<file path="config.mk">
export PLATFORM = sky130hd
export DESIGN_NAME = irq_level_encoder
export DESIGN_NICKNAME = d
export VERILOG_FILES = /design/src/rtl/irq_prio_pkg.sv /design/src/rtl/irq_req_capture.sv /design/src/rtl/irq_prio_scan.sv /design/src/rtl/irq_ack_resp.sv /design/src/rtl/irq_level_encoder.sv
export SDC_FILE = /design/constraint.sdc
export NUM_CORES = 1
export LEC_CHECK = 0
export CAP_MARGIN = 20
export CORE_MARGIN = 1
export CORE_UTILIZATION = 34
export CTS_CLUSTER_DIAMETER = 120
export DETAILED_ROUTE_END_ITERATION = 8
export PLACE_DENSITY_LB_ADDON = 0.3
export SETUP_SLACK_MARGIN = 0.4
export SLEW_MARGIN = 20
export SYNTH_ARGS = -nofsm -noshare
export SYNTH_HDL_FRONTEND = slang
export SYNTH_SLANG_ARGS = --single-unit
</file>
<file path="constraint.sdc">
create_clock -name clk -period 2.3 [get_ports clk]
set_clock_uncertainty 0.1 [all_clocks]
set_input_delay 0.345 -clock clk [delete_from_list [all_inputs] [get_ports clk]]
set_output_delay 0.345 -clock clk [all_outputs]
set_load 0.005 [all_outputs]
</file>
<file path="src/rtl/irq_prio_pkg.sv">
package irq_prio_pkg;
  localparam int unsigned NUM_LINES  = 8;
  localparam int unsigned LVL_W      = 3;
  localparam int unsigned VEC_W      = 8;
  localparam int unsigned LVL_MAX    = (1 << LVL_W) - 1;
  localparam int unsigned VEC_OFFSET = 25;
  localparam logic [VEC_W-1:0] VEC_SPURIOUS = 8'd24;
endpackage

</file>
<file path="src/rtl/irq_req_capture.sv">
module irq_req_capture #(
  parameter int unsigned N          = 8,
  parameter int unsigned SHARED_N   = 2,
  parameter int unsigned SHARED_IDX = 3
) (
  input  logic                clk,
  input  logic                rst,
  input  logic [N-1:0]        lines,
  input  logic [SHARED_N-1:0] shared,
  output logic [N-1:0]        pend_q
);
  logic [N-1:0] merged;

  for (genvar i = 0; i < N; i++) begin : g_merge
    if (i == SHARED_IDX) begin : g_shared
      assign merged[i] = lines[i] | (|shared);
    end else begin : g_plain
      assign merged[i] = lines[i];
    end
  end

  always_ff @(posedge clk) begin
    if (rst) pend_q <= '0;
    else     pend_q <= merged;
  end
endmodule

</file>
<file path="src/rtl/irq_prio_scan.sv">
module irq_prio_scan
  import irq_prio_pkg::*;
#(
  parameter int unsigned N = NUM_LINES
) (
  input  logic [N-1:0]       pend,
  output logic [LVL_W-1:0]   lvl,
  output logic [VEC_W-1:0]   vec
);
  logic [N-1:0] above;
  logic [N-1:0] hit;

  assign above[N-1] = 1'b0;
  for (genvar i = N - 1; i > 0; i--) begin : g_chain
    assign above[i-1] = above[i] | pend[i];
  end
  for (genvar i = 0; i < N; i++) begin : g_hit
    assign hit[i] = pend[i] & ~above[i];
  end

  always_comb begin
    lvl = '0;
    vec = '0;
    for (int i = 0; i < N; i++) begin
      if (hit[i]) begin
        lvl = (i + 1 > LVL_MAX) ? LVL_W'(LVL_MAX) : LVL_W'(i + 1);
        vec = VEC_W'(i + VEC_OFFSET);
      end
    end
  end
endmodule

</file>
<file path="src/rtl/irq_ack_resp.sv">
module irq_ack_resp
  import irq_prio_pkg::*;
(
  input  logic             ack_stb,
  input  logic [LVL_W-1:0] ack_lvl,
  input  logic [LVL_W-1:0] cur_lvl,
  input  logic [VEC_W-1:0] cur_vec,
  output logic             ack_valid,
  output logic [VEC_W-1:0] ack_vec
);
  logic match;

  assign match     = (ack_lvl == cur_lvl) && (cur_lvl != '0);
  assign ack_valid = ack_stb;
  assign ack_vec   = match ? cur_vec : VEC_SPURIOUS;
endmodule

</file>
<file path="src/rtl/irq_level_encoder.sv">
module irq_level_encoder
  import irq_prio_pkg::*;
(
  input  logic             clk,
  input  logic             rst,
  input  logic [7:0]       req_line,
  input  logic [1:0]       shared_req,
  input  logic             ack_stb,
  input  logic [2:0]       ack_lvl,
  output logic [2:0]       ipl,
  output logic [7:0]       vec,
  output logic             ack_valid,
  output logic [7:0]       ack_vec
);
  logic [NUM_LINES-1:0] pend_q;

  irq_req_capture #(
    .N(NUM_LINES), .SHARED_N(2), .SHARED_IDX(3)
  ) u_capture (
    .clk(clk), .rst(rst), .lines(req_line), .shared(shared_req), .pend_q(pend_q)
  );

  irq_prio_scan #(.N(NUM_LINES)) u_scan (
    .pend(pend_q), .lvl(ipl), .vec(vec)
  );

  irq_ack_resp u_ack (
    .ack_stb(ack_stb), .ack_lvl(ack_lvl), .cur_lvl(ipl), .cur_vec(vec),
    .ack_valid(ack_valid), .ack_vec(ack_vec)
  );
endmodule

</file>
== Word level (Yosys, flattened, before mapping) ==
Cells that the tools add are included.
Operators by class
  equal/unequal tests: 1
  mux-type cells: 17
  bitwise logic cells: 21
  reductions and logical operators: 3
Operators by type and width (number)
  $mux W8: 8
  $mux W3: 7
  $and A1 B1 Y1: 7
  $not A1 Y1: 7
  $or A1 B1 Y1: 7
  $mux W5: 1
  $eq A3 B3 Y1: 1
  $reduce_bool A3 Y1: 1
  $reduce_or A2 Y1: 1
  $logic_and A1 B1 Y1: 1
  $mux W1: 1
Word-level totals
  flip-flop bits (word level): 8
  input bits: 16
  logic and storage cells: 43

== Logic depth before layout (Yosys ltp) ==
  word-level depth: 19
  gate-level depth with buffers: 4
  gate-level depth less buffers: 4

== Hierarchy ==
Synthesis repeated with hierarchy kept, for this count alone.
Unflattened totals
  cells, all modules: 60
  area total of the unflattened synthesis: 473.0 um^2
By module, submodules not included
  irq_req_capture: instances 1, cells each 17, area each 212.7 um^2
  irq_ack_resp: instances 1, cells each 21, area each 132.6 um^2
  irq_prio_scan: instances 1, cells each 22, area each 127.6 um^2

== Worst setup path before layout ==
OpenSTA, ideal clock, no wires.
  path type: reg-to-output
  start: register u_capture.pend_q[7]
  end: output port ack_vec[2]
  data arrival time: 1.364 ns
  required time: 1.855 ns
  path slack: 0.491 ns
  stages on the path, launching flop included: 4
  path through: dfxtp_1 > buf_6 > or4_4 > a2111oi_4
Between the ends
  word-level cells in the longest chain between the ends: 19
RTL lines
  start, declared: line irq_req_capture.sv:10  | output logic [N-1:0] pend_q
  start signal, assigned: line irq_req_capture.sv:24  | else pend_q <= merged;
  $or A1 B1 Y1 (6 in series): line irq_prio_scan.sv:15  | assign above[i-1] = above[i] | pend[i];
  $not A1 Y1: line irq_prio_scan.sv:18  | assign hit[i] = pend[i] & ~above[i];
  $and A1 B1 Y1: line irq_prio_scan.sv:18
  $mux W1: line irq_prio_scan.sv:25  | if (hit[i]) begin
  $mux W3 (7 in series): line irq_prio_scan.sv:25
  $eq A3 B3 Y1 / $reduce_bool A3 Y1 (equally long branches): line irq_ack_resp.sv:13  | assign match = (ack_lvl == cur_lvl) && (cur_lvl != '0);
  $logic_and A1 B1 Y1: line irq_ack_resp.sv:13
  $mux W8 *: line irq_ack_resp.sv:15  | assign ack_vec = match ? cur_vec : VEC_SPURIOUS;
  end, declared: line irq_level_encoder.sv:13  | output logic [7:0] ack_vec
Every way passes the cells marked *; elsewhere a longest branch is shown, timed or not.

== Final worst setup path ==
  start: input port ack_lvl[2]
  end: output port ack_vec[2]
Between the ends
  word-level cells in the longest chain between the ends: 3
RTL lines
  start, declared: line irq_level_encoder.sv:9  | input logic [2:0] ack_lvl,
  $eq A3 B3 Y1: line irq_ack_resp.sv:13
  $logic_and A1 B1 Y1: line irq_ack_resp.sv:13
  $mux W8: line irq_ack_resp.sv:15
Every way passes these cells.

==> reports/metrics.csv <==
stage;metric;value;unit
status;status;completed;
logic_synthesis;Synth cell types;27;
job;max_cap viols;0;
power;total power;0.432;mW
detailed_routing;# DRC;0;
logic_synthesis;post-synth top area cell;dfxtp_1;
final_layout;fin nets;129;
final_layout;share of layout cells above drive strength 1;49.5;%
floorplan;I/O pin count;36;
logic_synthesis;top cells by count, synth;8 x buf_4, 8 x dfxtp_1, 8 x nor2_1, 8 x nor2b_1, 4 x inv_1;
logic_synthesis;Post-synth EDFFs;0;
clocking;Root Driver;clkbuf_4;
logic_synthesis;Gate Count Post-Synth;61;
clocking;Longest Clk Path Bufs;2;
sta;fin. max-slew vios;0;
grt;initial antenna violation count;0;
power;Pwr per Cell Area;394;nW/um^2
logic_synthesis;sequential element share of the synthesized area;30.6;%
sta;Final setup viols;0;
floorplan;Core Footprint;1370;sq um
logic_synthesis;Avg Cell Area, Syn;8.57;sq um
clocking;Worst-path clk slew;0.05;ns
clocking;Max H-tree Level;1;
logic_synthesis;Cell Area, Synth;523;sq um
sta;final worst setup slack;0.0234;ns
setup_path;crit-path most repeated cell;buf_6;
sta;final worst path period need;2.28;ns
setup_path;CP max stage cell;a2111oi_4;
grt;pin count of the biggest net entering global routing;10;
detailed_routing;Vias/cell;4.90;
final_layout;Most flops, register;u_capture.pend_q;
detailed_routing;DR vias;617;
sta;hold_ws;0.548;ns
setup_path;Crit Path Category;primary input to output port;
setup_path;Crit path arrival time;1.83;ns
placed_design;Final Wtd Congestion;0.717;
sta;fin crit share;99.0;%
setup_path;CP peak stage delay;0.29;ns
grt;number of global-route vias before repair;536;
setup_path;critical path, cell by cell;clkdlybuf4s15_1 > buf_4 > nor2b_1 > a41o_1 > buf_6 > a31oi_4 > buf_6 > a2111oi_4 > buf_2;
final_layout;fillers;91;
final_layout;utilization after layout;80.4;%
detailed_routing;post-DR wirelength/cell;13.2;um
detailed_routing;Initial DRT Pass Iterations;2;
hold_path;HP Class;primary input to flop;
clocking;CTS tree;done;
logic_synthesis;Post-synth top flop;dfxtp_1;
detailed_routing;First DRT Iteration DRCs;2;
grt;Total Routing Usage GR;20.0;%
sta;final hold violation count;0;
sta;unrepaired setup endpoints after global routing;true;
final_layout;max reg flops;8;
floorplan;Core Rows;13;
floorplan;Initial Utilization;38.3;%
clocking;total CTS buffers;3;
final_layout;Layout area overhead;110;%
setup_path;maximum fanout along the worst path;3;
grt;first-pass GRT wire length;2160;um
logic_synthesis;FFs w/ async S/R, synth;0;%
logic_synthesis;Yosys reg bits;8;
setup_path;delay-heaviest family, CP;buffers and inverters;
detailed_routing;routed wire length;1660;um
logic_synthesis;Synth top area share;30.6;%
placed_design;port buffer count;29;
clocking;Sinks on Clock Net;8;
grt;Overflow after GRT;0;
floorplan;DIE HEIGHT;41.2;um
setup_path;required time of the critical path;1.86;ns
setup_path;critical path buffer and inverter count;5;
setup_path;Worst Setup End Kind;output port;
sta;Max Freq;439;MHz
final_layout;fin cells;126;
setup_path;type of origin of the critical path;primary input;
logic_synthesis;Synth Warn #;0;
clocking;hold buffer count at cts;0;
final_layout;largest registers;u_capture.pend_q (8);
detailed_routing;DRT antenna net count;0;
final_layout;Ant. Diodes;0;
floorplan;Die ar.;1700;sq um
floorplan;Die X-Extent;41.2;um
placed_design;DP HPWL;1000;um
power;leak pwr;0.506;nW
placed_design;placed insts;109;
placed_design;dpl ws;-0.450;ns
power;worst vdd ir;0.278;mV
logic_synthesis;Synth area leaders;dfxtp_1 31%, buf_4 11%, nor2b_1 9.6%, nor2_1 5.7%, a2111oi_4 5.3%;
## kinds of logic after synthesis
group,count (synthesis),share of synthesized area [%]
flops,8,30.6
mux,1,2.15
simple gates,29,31.6
compound gates,9,18.4
buf+inv,13,16.5
other cells,1,0.717
## routing by layer
| layer | GRT usage (%) | share of wire [%] | vias up |
|---|---|---|---|
| met5 | 0 | 0 | - |
| met4 | 12.1 | 3.4 | 0 |
| met3 | 1.63 | 5.3 | 6 |
| met2 | 41.0 | 60 | 33 |
| met1 | 18.1 | 32 | 277 |
| li1 | - | - | 301 |
## placed cells by master (no fill, tap or decap), types with 2 or more instances in the layout
master,count
dfxtp_4,3
clkbuf_4,3
nand2_1,3
nor4b_2,2
dlymetal6s2s_1,2
buf_6,11
dfxtp_1,2
conb_1,4
inv_1,3
dfxtp_2,3
nor2b_1,8
buf_2,2
buf_4,16
dlygate4sd2_1,5
nor2_1,6
clkdlybuf4s50_1,15
## stage by stage
stage,area (sq um),setup TNS [ns]
5_1_grt,1100,-0.00403
2_1_floorplan,534,0
3_5_place_dp,847,-1.63
6_report,1100,0
3_3_place_gp,847,-1.40
4_1_cts,1020,0
## worst paths after layout
path                  cells past startpoint        start                              to
worst max-delay path                      9   ack_lvl[2]                      ack_vec[2]
worst min-delay path                      2  req_line[6]  u_capture.pend_q[6]$_SDFF_PP0_
## area by class of cell
class                           instances  area (sq um)  area share, %
Sequential cell                         8           175           15.9
Multi-Input combinational cell         43           379           34.5
Tap cell                               15          18.8           1.71
Inverter                                4          15.0           1.37
Clock buffer                            3          22.5           2.05
Timing Repair Buffer                   53           488           44.4
## power breakdown
part	total, mW	internal, mW	switching [mW]	leakage, nW
combinational	0.178	0.110	0.0687	0.423
clock	0.0971	0.0591	0.0380	0.0138
sequential	0.157	0.146	0.0111	0.0693
total	0.432	0.315	0.118	0.506
## what timing repair did
| action | in CTS | in global routing |
|---|---|---|
| setup buffers | 9 | 5 |
| resized for setup | 54 | 15 |
| setup endpoints to repair | 14 | 13 |
| pin swaps | 9 | 6 |
| gates cloned | 0 | 0 |
No activity file was read; power rests on OpenSTA's default activity.
